==> config.mk <==
export PLATFORM = sky130hd
export DESIGN_NAME = adc_lockstep_ctrl
export DESIGN_NICKNAME = d
export VERILOG_FILES = /design/src/rtl/lk_pkg.sv /design/src/rtl/lk_shift_engine.sv /design/src/rtl/lk_period_watch.sv /design/src/rtl/adc_lockstep_ctrl.sv
export SDC_FILE = /design/constraint.sdc
export NUM_CORES = 1
export LEC_CHECK = 0
export BUFFER_PORTS_ARGS = -buffer_cell sky130_fd_sc_hd__buf_4
export CAP_MARGIN = 10
export CORE_AREA = 2 2 94 96
export DETAILED_ROUTE_END_ITERATION = 8
export DIE_AREA = 0 0 96 98
export PLACE_DENSITY = 0.9
export SLEW_MARGIN = 20
export SYNTH_ARGS = -nofsm -noshare
export SYNTH_HDL_FRONTEND = slang
export SYNTH_SLANG_ARGS = --single-unit
export TNS_END_PERCENT = 10
==> constraint.sdc <==
create_clock -name clk -period 2.22 [get_ports clk]
set_input_delay 0.222 -clock clk [delete_from_list [all_inputs] [get_ports clk]]
set_output_delay 0.222 -clock clk [all_outputs]
set_load 0.05 [all_outputs]
==> src/rtl/lk_pkg.sv <==
package lk_pkg;
    localparam int FRAME_BITS  = 32;
    localparam int SAMPLE_BITS = 24;
    localparam int BYTE_BITS   = 8;

    typedef enum logic [3:0] {
        S_BOOT,
        S_RST_GO,
        S_RST_RUN,
        S_PAUSE,
        S_CMD_GO,
        S_CMD_RUN,
        S_HUNT,
        S_CLR_GO,
        S_CLR_RUN,
        S_RD_GO,
        S_RD_RUN,
        S_EMIT,
        S_NEXT
    } seq_state_t;
endpackage

==> src/rtl/lk_shift_engine.sv <==
module lk_shift_engine #(
    parameter int HALF_DIV = 2,
    parameter int WW       = 32,
    localparam int DW      = (HALF_DIV > 1) ? $clog2(HALF_DIV) : 1,
    localparam int CW      = $clog2(WW + 1)
) (
    input  logic          clk,
    input  logic          rst_n,
    input  logic          start_i,
    input  logic [CW-1:0] nbits_i,
    input  logic [WW-1:0] tx_i,
    input  logic          miso_i,
    output logic          sclk_o,
    output logic          mosi_o,
    output logic          busy_o,
    output logic          done_o,
    output logic [WW-1:0] rx_o
);
    logic [DW-1:0] div_q;
    logic [CW-1:0] cnt_q;
    logic [CW-1:0] nb_q;
    logic [WW-1:0] tx_sh_q;
    logic [WW-1:0] rx_sh_q;
    logic          sclk_q;
    logic          mosi_q;
    logic          busy_q;
    logic          done_q;
    logic          tick;

    assign tick = (div_q == DW'(HALF_DIV - 1));

    always_ff @(posedge clk or negedge rst_n) begin
        if (!rst_n) begin
            div_q   <= '0;
            cnt_q   <= '0;
            nb_q    <= '0;
            tx_sh_q <= '0;
            rx_sh_q <= '0;
            sclk_q  <= 1'b0;
            mosi_q  <= 1'b0;
            busy_q  <= 1'b0;
            done_q  <= 1'b0;
        end else begin
            done_q <= 1'b0;
            if (start_i && !busy_q) begin
                busy_q  <= 1'b1;
                tx_sh_q <= tx_i;
                mosi_q  <= tx_i[WW-1];
                sclk_q  <= 1'b0;
                div_q   <= '0;
                cnt_q   <= '0;
                nb_q    <= nbits_i;
            end else if (busy_q) begin
                if (tick) begin
                    div_q <= '0;
                    if (!sclk_q) begin
                        sclk_q  <= 1'b1;
                        rx_sh_q <= {rx_sh_q[WW-2:0], miso_i};
                    end else begin
                        sclk_q <= 1'b0;
                        if ((cnt_q + CW'(1)) == nb_q) begin
                            busy_q <= 1'b0;
                            done_q <= 1'b1;
                            mosi_q <= 1'b0;
                        end else begin
                            cnt_q   <= cnt_q + CW'(1);
                            tx_sh_q <= {tx_sh_q[WW-2:0], 1'b0};
                            mosi_q  <= tx_sh_q[WW-2];
                        end
                    end
                end else begin
                    div_q <= div_q + DW'(1);
                end
            end
        end
    end

    assign sclk_o = sclk_q;
    assign mosi_o = mosi_q;
    assign busy_o = busy_q;
    assign done_o = done_q;
    assign rx_o   = rx_sh_q;

    // the data line holds still across every rising serial clock edge
    assert_mosi_stable_R4: assert property (@(posedge clk) disable iff (!rst_n)
        $rose(sclk_q) |-> $stable(mosi_q));
    // no serial clock high once the engine has gone idle
    assert_idle_clock_low_R4: assert property (@(posedge clk) disable iff (!rst_n)
        !busy_q |=> !sclk_q || busy_q);
endmodule

==> src/rtl/lk_period_watch.sv <==
module lk_period_watch #(
    parameter int LIMIT = 20000,
    localparam int TW   = $clog2(LIMIT + 1)
) (
    input  logic clk,
    input  logic rst_n,
    input  logic rearm_i,
    input  logic home_i,
    output logic overrun_o
);
    logic [TW-1:0] tmr_q;
    logic          armed_q;
    logic          ovr_q;

    always_ff @(posedge clk or negedge rst_n) begin
        if (!rst_n) begin
            tmr_q   <= '0;
            armed_q <= 1'b0;
            ovr_q   <= 1'b0;
        end else if (rearm_i) begin
            tmr_q   <= '0;
            armed_q <= 1'b1;
        end else if (armed_q) begin
            if (home_i) begin
                armed_q <= 1'b0;
            end else if (tmr_q == TW'(LIMIT - 1)) begin
                armed_q <= 1'b0;
                ovr_q   <= 1'b1;
            end else begin
                tmr_q <= tmr_q + TW'(1);
            end
        end
    end

    assign overrun_o = ovr_q;

    // the overrun flag never clears on its own
    assert_overrun_sticky_R11: assert property (@(posedge clk) disable iff (!rst_n)
        ovr_q |=> ovr_q);
    // an overrun only appears while a drain is in progress
    assert_overrun_cause_R11: assert property (@(posedge clk) disable iff (!rst_n)
        $rose(ovr_q) |-> $past(armed_q));
endmodule

==> src/rtl/adc_lockstep_ctrl.sv <==
module adc_lockstep_ctrl
    import lk_pkg::*;
#(
    parameter int         N_CONV      = 4,
    parameter int         HALF_DIV    = 2,
    parameter int         RST_BYTES   = 4,
    parameter logic [7:0] RST_FILL    = 8'hFF,
    parameter logic [7:0] RST_LAST    = 8'hFE,
    parameter logic [7:0] START_CMD   = 8'hC0,
    parameter int         OVF_BIT     = 3,
    parameter int         CONV_CYCLES = 20000,
    localparam int        CHW         = (N_CONV > 1) ? $clog2(N_CONV) : 1,
    localparam int        RBW         = $clog2(RST_BYTES + 1),
    localparam int        NBW         = $clog2(FRAME_BITS + 1)
) (
    input  logic                   clk,
    input  logic                   rst_n,
    output logic                   sclk_o,
    output logic                   mosi_o,
    output logic [N_CONV-1:0]      cs_n_o,
    input  logic [N_CONV-1:0]      miso_i,
    input  logic                   bipolar_i,
    output logic                   res_valid_o,
    input  logic                   res_ready_i,
    output logic [CHW-1:0]         res_chan_o,
    output logic [SAMPLE_BITS-1:0] res_sample_o,
    output logic                   res_ovf_o,
    output logic                   res_mode_o,
    output logic                   overrun_o
);
    localparam logic [N_CONV-1:0] ALL_SEL = '0;
    localparam logic [N_CONV-1:0] NO_SEL  = '1;

    seq_state_t state_q, state_d;

    logic [CHW-1:0]        ch_q;
    logic [RBW-1:0]        rbyte_q;
    logic                  last_rbyte;
    logic                  last_ch;
    logic                  eng_start;
    logic [NBW-1:0]        eng_nbits;
    logic [FRAME_BITS-1:0] eng_tx;
    logic                  eng_busy;
    logic                  eng_done;
    logic [FRAME_BITS-1:0] eng_rx;
    logic                  miso_sel;
    logic                  rdy_seen;
    logic [N_CONV-1:0]     cs_n_d;
    logic [N_CONV-1:0]     one_sel;

    logic [CHW-1:0]         chan_q;
    logic [SAMPLE_BITS-1:0] sample_q;
    logic                   ovf_q;
    logic                   mode_q;

    assign last_rbyte = (rbyte_q == RBW'(RST_BYTES - 1));
    assign last_ch    = (ch_q == CHW'(N_CONV - 1));
    assign miso_sel   = miso_i[ch_q];
    assign one_sel    = ~(N_CONV'(1) << ch_q);

    lk_shift_engine #(
        .HALF_DIV (HALF_DIV),
        .WW       (FRAME_BITS)
    ) u_eng (
        .clk     (clk),
        .rst_n   (rst_n),
        .start_i (eng_start),
        .nbits_i (eng_nbits),
        .tx_i    (eng_tx),
        .miso_i  (miso_sel),
        .sclk_o  (sclk_o),
        .mosi_o  (mosi_o),
        .busy_o  (eng_busy),
        .done_o  (eng_done),
        .rx_o    (eng_rx)
    );

    lk_period_watch #(
        .LIMIT (CONV_CYCLES)
    ) u_watch (
        .clk       (clk),
        .rst_n     (rst_n),
        .rearm_i   (rdy_seen),
        .home_i    (state_q == S_HUNT),
        .overrun_o (overrun_o)
    );

    // state register
    always_ff @(posedge clk or negedge rst_n) begin
        if (!rst_n) state_q <= S_BOOT;
        else        state_q <= state_d;
    end

    // next state and outputs
    always_comb begin
        state_d   = state_q;
        eng_start = 1'b0;
        eng_nbits = NBW'(BYTE_BITS);
        eng_tx    = '0;
        cs_n_d    = NO_SEL;
        rdy_seen  = 1'b0;
        unique case (state_q)
            S_BOOT: state_d = S_RST_GO;
            S_RST_GO: begin
                cs_n_d    = ALL_SEL;
                eng_start = 1'b1;
                eng_tx    = {(last_rbyte ? RST_LAST : RST_FILL), {(FRAME_BITS-BYTE_BITS){1'b0}}};
                state_d   = S_RST_RUN;
            end
            S_RST_RUN: begin
                cs_n_d = ALL_SEL;
                if (eng_done) state_d = last_rbyte ? S_PAUSE : S_RST_GO;
            end
            S_PAUSE: state_d = S_CMD_GO;
            S_CMD_GO: begin
                cs_n_d    = ALL_SEL;
                eng_start = 1'b1;
                eng_tx    = {START_CMD, {(FRAME_BITS-BYTE_BITS){1'b0}}};
                state_d   = S_CMD_RUN;
            end
            S_CMD_RUN: begin
                cs_n_d = ALL_SEL;
                if (eng_done) state_d = S_HUNT;
            end
            S_HUNT: begin
                cs_n_d = one_sel;
                if (!miso_sel) begin
                    rdy_seen = 1'b1;
                    state_d  = S_CLR_GO;
                end
            end
            S_CLR_GO: begin
                cs_n_d    = one_sel;
                eng_start = 1'b1;
                state_d   = S_CLR_RUN;
            end
            S_CLR_RUN: begin
                cs_n_d = one_sel;
                if (eng_done) state_d = S_RD_GO;
            end
            S_RD_GO: begin
                cs_n_d    = one_sel;
                eng_start = 1'b1;
                eng_nbits = NBW'(FRAME_BITS);
                state_d   = S_RD_RUN;
            end
            S_RD_RUN: begin
                cs_n_d = one_sel;
                if (eng_done) state_d = S_EMIT;
            end
            S_EMIT: begin
                if (res_ready_i) state_d = last_ch ? S_HUNT : S_NEXT;
            end
            S_NEXT: state_d = S_CLR_GO;
            default: state_d = S_BOOT;
        endcase
    end

    // datapath registers
    always_ff @(posedge clk or negedge rst_n) begin
        if (!rst_n) begin
            ch_q     <= '0;
            rbyte_q  <= '0;
            chan_q   <= '0;
            sample_q <= '0;
            ovf_q    <= 1'b0;
            mode_q   <= 1'b0;
        end else begin
            if (state_q == S_RST_RUN && eng_done && !last_rbyte)
                rbyte_q <= rbyte_q + RBW'(1);
            if (state_q == S_RD_RUN && eng_done) begin
                chan_q   <= ch_q;
                sample_q <= eng_rx[FRAME_BITS-1:BYTE_BITS];
                ovf_q    <= eng_rx[OVF_BIT];
                mode_q   <= bipolar_i;
            end
            if (state_q == S_EMIT && res_ready_i)
                ch_q <= last_ch ? '0 : ch_q + CHW'(1);
        end
    end

    assign cs_n_o       = cs_n_d;
    assign res_valid_o  = (state_q == S_EMIT);
    assign res_chan_o   = chan_q;
    assign res_sample_o = sample_q;
    assign res_ovf_o    = ovf_q;
    assign res_mode_o   = mode_q;

    // clock is quiet while nothing is selected
    assert_sclk_quiet_R4: assert property (@(posedge clk) disable iff (!rst_n)
        (&cs_n_o) |-> !sclk_o);
    // selects are either all low (broadcast) or at most one low
    assert_select_shape_R8: assert property (@(posedge clk) disable iff (!rst_n)
        (cs_n_o == ALL_SEL) || $onehot0(~cs_n_o));
    // channel index stays inside the array
    assert_chan_range_R8: assert property (@(posedge clk) disable iff (!rst_n)
        res_valid_o |-> (res_chan_o <= CHW'(N_CONV - 1)));
    // held result does not move under back-pressure
    assert_hold_payload_R9: assert property (@(posedge clk) disable iff (!rst_n)
        (res_valid_o && !res_ready_i) |=> res_valid_o &&
            $stable({res_chan_o, res_sample_o, res_ovf_o, res_mode_o}));
    // a read never begins unless the shifter was idle
    assert_start_idle_R5: assert property (@(posedge clk) disable iff (!rst_n)
        eng_start |-> !eng_busy);
endmodule

# [Yosys cells after proc, flatten, opt, wreduce, memory -nomap -nowiden]
# Index checks and enable logic that the tools add are counted.
[word_totals] regBits=134 elab_cells=137 inputBits=8 out_inout_bits=36
[op_classes] n_lt_le_gt_ge=1 shifts=1 reduce_logical=22 n_eq_ne=25 n_mux=59 bitwise_logic=5 add_sub_neg=5
[ops] op="$mux W31" n=5
[ops] op="$pmux W32 S2" n=1
[ops] op="$mux W15" n=4
[ops] op="$pmux W4 S13" n=1
[ops] op="$mux W6" n=6
[ops] op="$mux W1" n=31
[ops] op="$mux W4" n=7
[ops] op="$eq A4 B4 Y1 const B" n=5
[ops] op="$eq A4 B3 Y1 const B" n=4
[ops] op="$add A15 B1 Y15 const B" n=1
[ops] op="$eq A15 B15 Y1 const B" n=1
[ops] op="$ne A2 B1 Y1 const B" n=6
[ops] op="$reduce_and A4 Y1" n=3
[ops] op="$eq A4 B2 Y1 const B" n=2
[ops] op="$pmux W4 S2" n=1
[ops] op="$reduce_bool A2 Y1" n=4
[ops] op="$reduce_or A4 Y1" n=2
[ops] op="$add A6 B1 Y6 const B" n=1
[ops] op="$eq A6 B6 Y1" n=1
[ops] op="$ne A2 B2 Y1 const B" n=3
[ops] op="$reduce_and A3 Y1" n=2
[ops] op="$reduce_and A6 Y1" n=1
[ops] op="$logic_and A1 B1 Y1" n=5
[ops] op="$reduce_or A5 Y1" n=1
[ops] op="15 further kinds" n=20

# [Longest topological paths before layout]
# Gate-level depths: netlist of the first run.
[depth] depth_word=7 depth_mapped=7 depth_no_buf=6

# [Cells and area by module]
# Synthesis of the first run repeated with hierarchy kept, for this count alone.
[unflattened] cells_unflattened=579 area_unflattened_um2=6485.0
[by_module_without_submodules] module="lk_shift_engine" instances=1 area_each_um2=3542.1 seq_area_each_um2=2001.9 cells_each=306
[by_module_without_submodules] module="adc_lockstep_ctrl" instances=1 area_each_um2=1839.3 seq_area_each_um2=925.9 cells_each=157
[by_module_without_submodules] module="lk_period_watch" instances=1 area_each_um2=1103.6 seq_area_each_um2=425.4 cells_each=116

# [Worst setup path after synthesis of the first run]
# Ideal clock, no wire load.
[synth_path] path_type="register to register" start="reg state_q[0]" end="reg ch_q[0]" arrival_time_ns=1.967 stages_incl_launch_ff=6 period_less_slack_ns=2.092 setup_slack_ns=0.128 setup_time_ns=0.125 n_path_buf=1 required_ns=2.095 path_cell_list="dfrtp_1 -> clkbuf_1 -> nand2_1 -> nor2_1 -> nand2_1 -> mux2_2"
[synth_via] elab_chain_cells=2
[synth_rtl] element="start, declared" line="adc_lockstep_ctrl.sv:34" source="seq_state_t state_q, state_d;"
[synth_rtl] element="start signal, assigned" line="adc_lockstep_ctrl.sv:91" source="else state_q <= state_d;"
[synth_rtl] element="$eq A4 B4 Y1"
[synth_rtl] element="net res_valid_o" line="adc_lockstep_ctrl.sv:23" source="output logic res_valid_o,"
[synth_rtl] element="$logic_and A1 B1 Y1" line="adc_lockstep_ctrl.sv:177" source="if (state_q == S_EMIT && res_ready_i)"
[synth_rtl] element="end signal, assigned" line="adc_lockstep_ctrl.sv:178" source="ch_q <= last_ch ? '0 : ch_q + CHW'(1);"
[synth_rtl] element="end, declared" line="adc_lockstep_ctrl.sv:36" source="logic [CHW-1:0] ch_q;"
# The timed path passes the listed nets, and every way through them passes these cells.
# A chain may end at the register's enable or synchronous reset.

# [Worst setup path after layout of the first run]
[layout_path] start="reg state_q[1]" end="out cs_n_o[1]"
[layout_via] elab_chain_cells=3 word_cells_on_any_way=12 classes_between="eq/ne: 9; mux: 1; reduce/logical: 2"
[layout_rtl] element="$eq A4 B4 Y1, or another cell as far along" line="adc_lockstep_ctrl.sv:102" source="unique case (state_q)"
[layout_rtl] element="$reduce_or A5 Y1 (no line) / $reduce_or A4 Y1 (equally long branches)"
[layout_rtl] element="$pmux W4 S2 (*)" line="adc_lockstep_ctrl.sv:102"
[layout_rtl] element="end, declared" line="adc_lockstep_ctrl.sv:20" source="output logic [N_CONV-1:0] cs_n_o,"
# Mark *: on every way between the ends. The rest lies on a longest branch, timed or not.

==> flow_metrics.tcl, run 1 <==
set metrics [dict create \
    multi_input_area_sq_um 2050 \
    rr_startpoint "u_watch.tmr_q[0]" \
    vias 3301 \
    hpwl_um 6450 \
    clock_path_buffers 2 \
    synth-edff-count 0 \
    critPathKind "flip-flop to output pin" \
    nFillCells 623 \
    final-seq-area_sq_um 2650 \
    status "complete, no violations" \
    finalMaxSlewViolations 0 \
    cts.clk_slew.worst_paths_ns 0.11 \
    yosysSeqAreaShare 0.548 \
    avgSynthCellArea_sq_um 12.2 \
    hold_path_class "input port to flip-flop" \
    cp.required_ns 2.00 \
    numPortBuffers 43 \
    antenna_left 0 \
    core_sq_um 8470 \
    drc_errors 0 \
    root_buffer "clkbuf_8" \
    total_power_uw 3270 \
    final_net_count 466 \
    first_iter_violations 135 \
    synth-main-ff-cell "dfrtp_1" \
    grt_pass1_vias 3318 \
    synth_area_sq_um 4840 \
    cts_max_level 3 \
    wl_um 9030 \
    cp_max_fo 15 \
    crit_start "state_q[1]" \
    worst_setup_path_end_kind "output pin" \
    syn_nets 413 \
    crit_path_start_kind "flip-flop" \
    synthCells 396 \
    track_usage 0.211 \
    antenna_cells 0 \
    finalWeightedCongestion 0.838 \
    wire_per_inst_um 16.1 \
    grt_max_degree 36 \
    rsz0062_at_grt "yes" \
    vias_per_cell 5.87 \
    final.setup.tns_ns 0 \
    cts_setup_buffers 0 \
    antenna_found_initial 0 \
    firstDrtPassIters 4 \
    syn_to_final_growth_pct 15.5 \
    synth-seq-cells 106 \
    ios 44 \
    drive_above_1_share 0.324 \
    cts_inserted_buffers 9 \
    maxCapViolCount 0 \
    max_freq_mhz 472 \
    ys_types 56 \
    postLayoutCoreUtil 0.660 \
    clock_skew_ns 0.0194 \
    start_util 0.572 \
    vdd_drop_max_uv 519 \
    tightest_slew_ns 0.614 \
    max-slew-margin-rel 0.588 \
    total_leakage_power_uw 0.00257 \
    crit_arrival_ns 1.90 \
    cts.sinks 106 \
    clock_latency_ns 0.37 \
    finalSetupViolCount 0 \
    die_h_um 98 \
    async_reset_ff_frac 1.00 \
    die_w_um 96 \
    dieArea_sq_um 9410 \
    grt_pass1_wl_um 15700 \
    cts_tree "yes" \
    fin_crit_sh 0.955 \
    hold_viol_final 0 \
    layout_min_cycle_time_ns 2.12 \
    gr-total-overflow 0 \
    min-delay-start "bipolar_i" \
    power.density_nw_per_um2 586 \
    rows 34 \
    ys_warn_count 0 \
]
## path summary, 6_finish.rpt
check / endpoint / cells past startpoint / slack (ns)
worst max-delay path: cs_n_o[1] / 5 / 0.1
worst min-delay path: res_mode_o / 2 / 0.08
worst max register to register: u_watch.tmr_q[6] / 6 / 0.12
worst min register to register: rbyte_q[0] / 1 / 0.48
max in group asynchronous: state_q[3] / 3 / 1.21
min in group asynchronous: u_watch.tmr_q[3] / 2 / 0.33
## sequential cells by signal (all words and copies together) (netlist names), 2 cells and up
register       count
u_eng.nb_q         2
u_eng.cnt_q        6
u_eng.rx_o        32
state_q            4
ch_q               2
res_sample_o      24
u_eng.tx_sh_q      7
rbyte_q            3
res_chan_o         2
u_watch.tmr_q     15
## layout make-up
class	count	share of cell area
Multi-Input combinational cell	256	0.368
Sequential cell	106	0.475
Inverter	18	0.0121
Clock buffer	9	0.0222
Tap cell	108	0.0242
Clock inverter	7	0.0166
Timing Repair Buffer	58	0.0828
## per-layer routing
layer  part of all wire  routed length (um)  track usage  vias up
met4              0.013                 119       0.0637        0
li1                   -                   -            -     1572
met3              0.050                 455       0.0509       13
met1               0.43                3910        0.284     1641
met5                  0                   0            0        -
met2               0.50                4550        0.340       75
## synthesized netlist by cell type, types with 2 or more instances
library cell	instances	area [sq um]
a31oi_1	3	18.8
buf_2	5	25.0
nand4_1	7	43.8
o31ai_1	11	82.6
mux2_2	63	709
o21ai_1	7	35.0
nor2_1	14	52.6
o22ai_1	3	18.8
nand3b_1	2	15.0
and2_1	2	12.5
xnor2_1	8	70.1
o221a_1	6	67.6
clkbuf_1	8	30.0
or2_2	3	18.8
nand3_1	6	30.0
mux2i_1	2	20.0
or3_1	3	18.8
a21oi_1	14	70.1
nor4b_1	2	17.5
a211oi_1	2	15.0
ha_1	9	113
nand2b_1	4	25.0
nor2b_1	4	25.0
nor3_1	5	25.0
or4b_1	2	20.0
xor2_1	6	52.6
o2111ai_1	2	17.5
dfrtp_1	106	2650
inv_1	18	67.6
o211ai_1	9	67.6
nand2_1	18	67.6
o21ai_0	13	65.1
or4_1	6	45.0
## cells in the final DEF (no fill, tap or decap), types with 3 or more instances in the layout
cell      count
nand2b_1      4
nand3_1       6
nand2_1      18
o21ai_0      13
o221a_1       6
dfrtp_1     106
o22ai_1       3
nor2b_1       4
a31oi_1       3
a21oi_1      14
or4_1         6
buf_4        55
ha_1          9
o21ai_1       7
nor2_1       13
mux2_2       63
xor2_1        6
or2_2         3
or3_1         3
nand4_1       7
clkbuf_8      9
xnor2_1       8
inv_1        18
o211ai_1      9
nor3_1        5
o31ai_1      11
## through the flow
step	instances	worst slack [ns]	cell area, sq um	hold WS [ns]
after detailed placement	545	0.0785	5350	0.197
after floorplan	396	0.128	4840	-0.0736
after CTS	562	0.00972	5580	0.0724
after global routing	562	-0.0678	5590	0.0750
final	562	0.0994	5590	0.0790
after global placement	545	0.179	5350	0.190
## power breakdown
part	leakage, uW	internal [uW]	switching (uW)
logic	0.00106	24.6	43.6
registers	0.00140	1940	6.06
clock network	0.000109	551	707
## timing repair
item                                   CTS  global route
gates resized for setup                  0             2
endpoints found under the hold margin   31             0
hold buffers                             1             0
setup endpoints to repair                0            17
## kinds of logic (layout without fill, tap and decap cells)
group / after synthesis / count (layout) / share of synthesized area
muxes: 66 / 66 / 0.155
buffers and inverters: 34 / 92 / 0.0300
DFF: 106 / 106 / 0.548
and+or+nand+nor: 86 / 86 / 0.100
AOI/OAI and AO/OA: 81 / 81 / 0.118
adders and majority gates: 9 / 9 / 0.0233
xor gates and xnor gates: 14 / 14 / 0.0253
## critical path, cell delays in order (launching register included)
cell and delay (ns):
dfrtp_1 0.38, buf_4 0.18, or2_2 0.34, o21a_1 0.20, o221ai_2 0.19, buf_4 0.24
Power figures use the tool's default switching activity.
==> run 2: changes to the inputs <==
--- a/config.mk
+++ b/config.mk
@@ -7,12 +7,13 @@
 export LEC_CHECK = 0
 export BUFFER_PORTS_ARGS = -buffer_cell sky130_fd_sc_hd__buf_4
 export CAP_MARGIN = 10
-export CORE_AREA = 2 2 94 96
+export CORE_AREA = 2 2 107 109
 export DETAILED_ROUTE_END_ITERATION = 8
-export DIE_AREA = 0 0 96 98
+export DIE_AREA = 0 0 109 111
 export PLACE_DENSITY = 0.9
 export SLEW_MARGIN = 20
 export SYNTH_ARGS = -nofsm -noshare
 export SYNTH_HDL_FRONTEND = slang
+export SYNTH_HIERARCHICAL = 1
 export SYNTH_SLANG_ARGS = --single-unit
 export TNS_END_PERCENT = 10
==> flow_metrics.tcl, run 2 <==
set metrics [dict create \
    status "complete, but fails checks" \
    violations "setup timing" \
    grt_max_degree 56 \
    ys_warn_count 6 \
    cp.required_ns 2.48 \
    first_iter_violations 445 \
    mostFrequentLayoutCells "dfrtp_1, buf_4, mux2_2, nor2_1, nand2_1" \
    cts.clk_slew.worst_paths_ns 0.06 \
    rsz0062_at_grt "yes" \
    worst_setup_path_end_kind "flip-flop" \
    antenna_left 0 \
    nFillCells 652 \
    finalMaxSlewViolations 0 \
    layout_min_cycle_time_ns 2.29 \
    clock_path_buffers 2 \
    die_w_um 109 \
    cts_max_level 4 \
    power.density_nw_per_um2 715 \
    synth_area_sq_um 6480 \
    cp_max_fo 8 \
    die_h_um 111 \
    numPortBuffers 43 \
    maxCapViolCount 0 \
    mostFrequentLayoutCell "dfrtp_1" \
    dieArea_sq_um 12100 \
    total_leakage_power_uw 0.00396 \
    cts_inserted_buffers 17 \
    dp_cells 790 \
    antenna_cells 0 \
    hold_viol_final 0 \
    synth-seq-cells 134 \
    tightest_slew_ns 0.730 \
    core_sq_um 11100 \
    synth_area_leader_cell "dfrtp_1" \
    ys_top_cells_by_count "dfrtp_1, mux2_2, nor2_1, nand2_1, a21oi_1" \
    wl_um 15600 \
    vias_per_cell 6.00 \
    rows 39 \
    avgSynthCellArea_sq_um 11.2 \
    async_reset_ff_frac 1.00 \
    critPathKind "flip-flop to flip-flop" \
    synth_top_area_frac 0.517 \
    finalSetupViolCount 14 \
    firstDrtPassIters 6 \
    clock_skew_ns 0.00965 \
    syn_to_final_growth_pct 21.7 \
    crit_arrival_ns 2.55 \
    drc_errors 0 \
    fin_crit_sh 1.03 \
    start_util 0.585 \
    grt_pass1_wl_um 25100 \
    largest_reg_flops 32 \
    hpwl_um 9060 \
    synthCells 579 \
    ios 44 \
    stdcell_count 830 \
    root_buffer "clkbuf_16" \
    finalWeightedCongestion 0.804 \
    grt_pass1_vias 5127 \
    cts.sinks 134 \
    ys_types 72 \
    synth-main-ff-cell "dfrtp_1" \
    final_net_count 690 \
    cts_tree "yes" \
    max_freq_mhz 437 \
    yosysSeqAreaShare 0.517 \
    track_usage 0.267 \
    drive_above_1_share 0.295 \
    wire_per_inst_um 18.8 \
    gr-total-overflow 0 \
    vias 4979 \
    total_power_uw 5640 \
    hold_ws_ns 0.0385 \
    yosys.cell_count.top_type "dfrtp_1" \
    synth.area.top_cells "dfrtp_1, mux2_2, mux2i_1, nor2_1, a21oi_1" \
    clock_latency_ns 0.42 \
    synth-edff-count 0 \
    finalWorstSetupSlack_ns -0.0694 \
    max-slew-margin-rel 0.513 \
    crit_path_start_kind "flip-flop" \
    vdd_drop_max_uv 654 \
    antenna_found_initial 0 \
    hold_path_class "input port to flip-flop" \
]
run 2: cell types whose count changed after synthesis, moves of 7 or more:
cell      previous run  this run
nand2_1             18        42
nor2b_1              4        11
nor3_1               5        12
dfrtp_1            106       134
nand3_1              6        14
nor2_1              14        52
o31ai_1             11         1
o21ai_0             13        29
a21oi_1             14        35
mux2i_1              2        27
clkbuf_1             8        17
run 2: what timing repair did:
item	CTS	global route
setup buffers	0	6
gates cloned	0	1
hold buffers	1	0
hold endpoints to repair	51	0
gates resized for setup	3	15
setup endpoints to repair	12	47
pin swaps	0	11
run 2: logic make-up after synthesis:
logic type / after synthesis / synth area share
other: 1 / 0.000578
muxes: 94 / 0.160
adders and majority gates: 8 / 0.0154
AOI/OAI and AO/OA: 108 / 0.115
and+or+nand+nor: 179 / 0.139
xor gates and xnor gates: 9 / 0.0143
buffers and inverters: 46 / 0.0382
DFF: 134 / 0.517
run 2: final timing paths:
kind                       slack, ns  depth (start not counted)                 to              start
max reg2reg                    -0.07                          9  u_eng/tx_sh_q[25]     u_eng/cnt_q[1]
max in group asynchronous       1.12                          3  u_watch/tmr_q[10]              rst_n
min reg2reg                     0.48                          1  u_watch/overrun_o  u_watch/overrun_o
min                             0.04                          2         res_mode_o          bipolar_i
min in group asynchronous       0.40                          2        u_eng/div_q              rst_n
max                            -0.07                          9  u_eng/tx_sh_q[25]     u_eng/cnt_q[1]
run 2: final cells by class:
| class | count | area, sq um | share of cell area |
|---|---|---|---|
| Timing Repair Buffer | 83 | 712 | 0.0902 |
| Multi-Input combinational cell | 426 | 3050 | 0.386 |
| Inverter | 12 | 45.0 | 0.00571 |
| Clock inverter | 15 | 133 | 0.0168 |
| Sequential cell | 134 | 3350 | 0.425 |
| Clock buffer | 17 | 425 | 0.0539 |
| Tap cell | 143 | 179 | 0.0227 |
run 2: layer usage:
| metal | global-route usage | vias to the layer above | wire length (um) |
|---|---|---|---|
| li1 | - | 2233 | - |
| met1 | 0.336 | 2513 | 6120 |
| met2 | 0.438 | 190 | 8300 |
| met3 | 0.0705 | 43 | 826 |
| met4 | 0.101 | 0 | 364 |
| met5 | 0 | - | 0 |
run 2: critical path, stage by stage (launching register included):
cell and delay, ns:
dfrtp_1 0.41, ha_4 0.25, xor2_1 0.16, a211oi_2 0.16
o221ai_2 0.16, o31ai_4 0.35, buf_6 0.18, buf_8 0.15
mux2i_1 0.19, a21oi_1 0.13
run 2: through the flow:
stage	TNS [ns]	setup WS (ns)	util	area (sq um)
after floorplan	-0.0829	-0.0140	-	6610
after global placement	0	0.0191	0.650	7200
after detailed placement	-0.0825	-0.0264	0.650	7200
after CTS	-0.0939	-0.0383	0.701	7770
after global routing	-2.02	-0.134	0.713	7900
final	-0.340	-0.0694	0.713	7900
run 2: report_power, final:
group          switching (uW)  internal (uW)
Clock                    1180           1480
Sequential               71.1           2500
Combinational             259            152
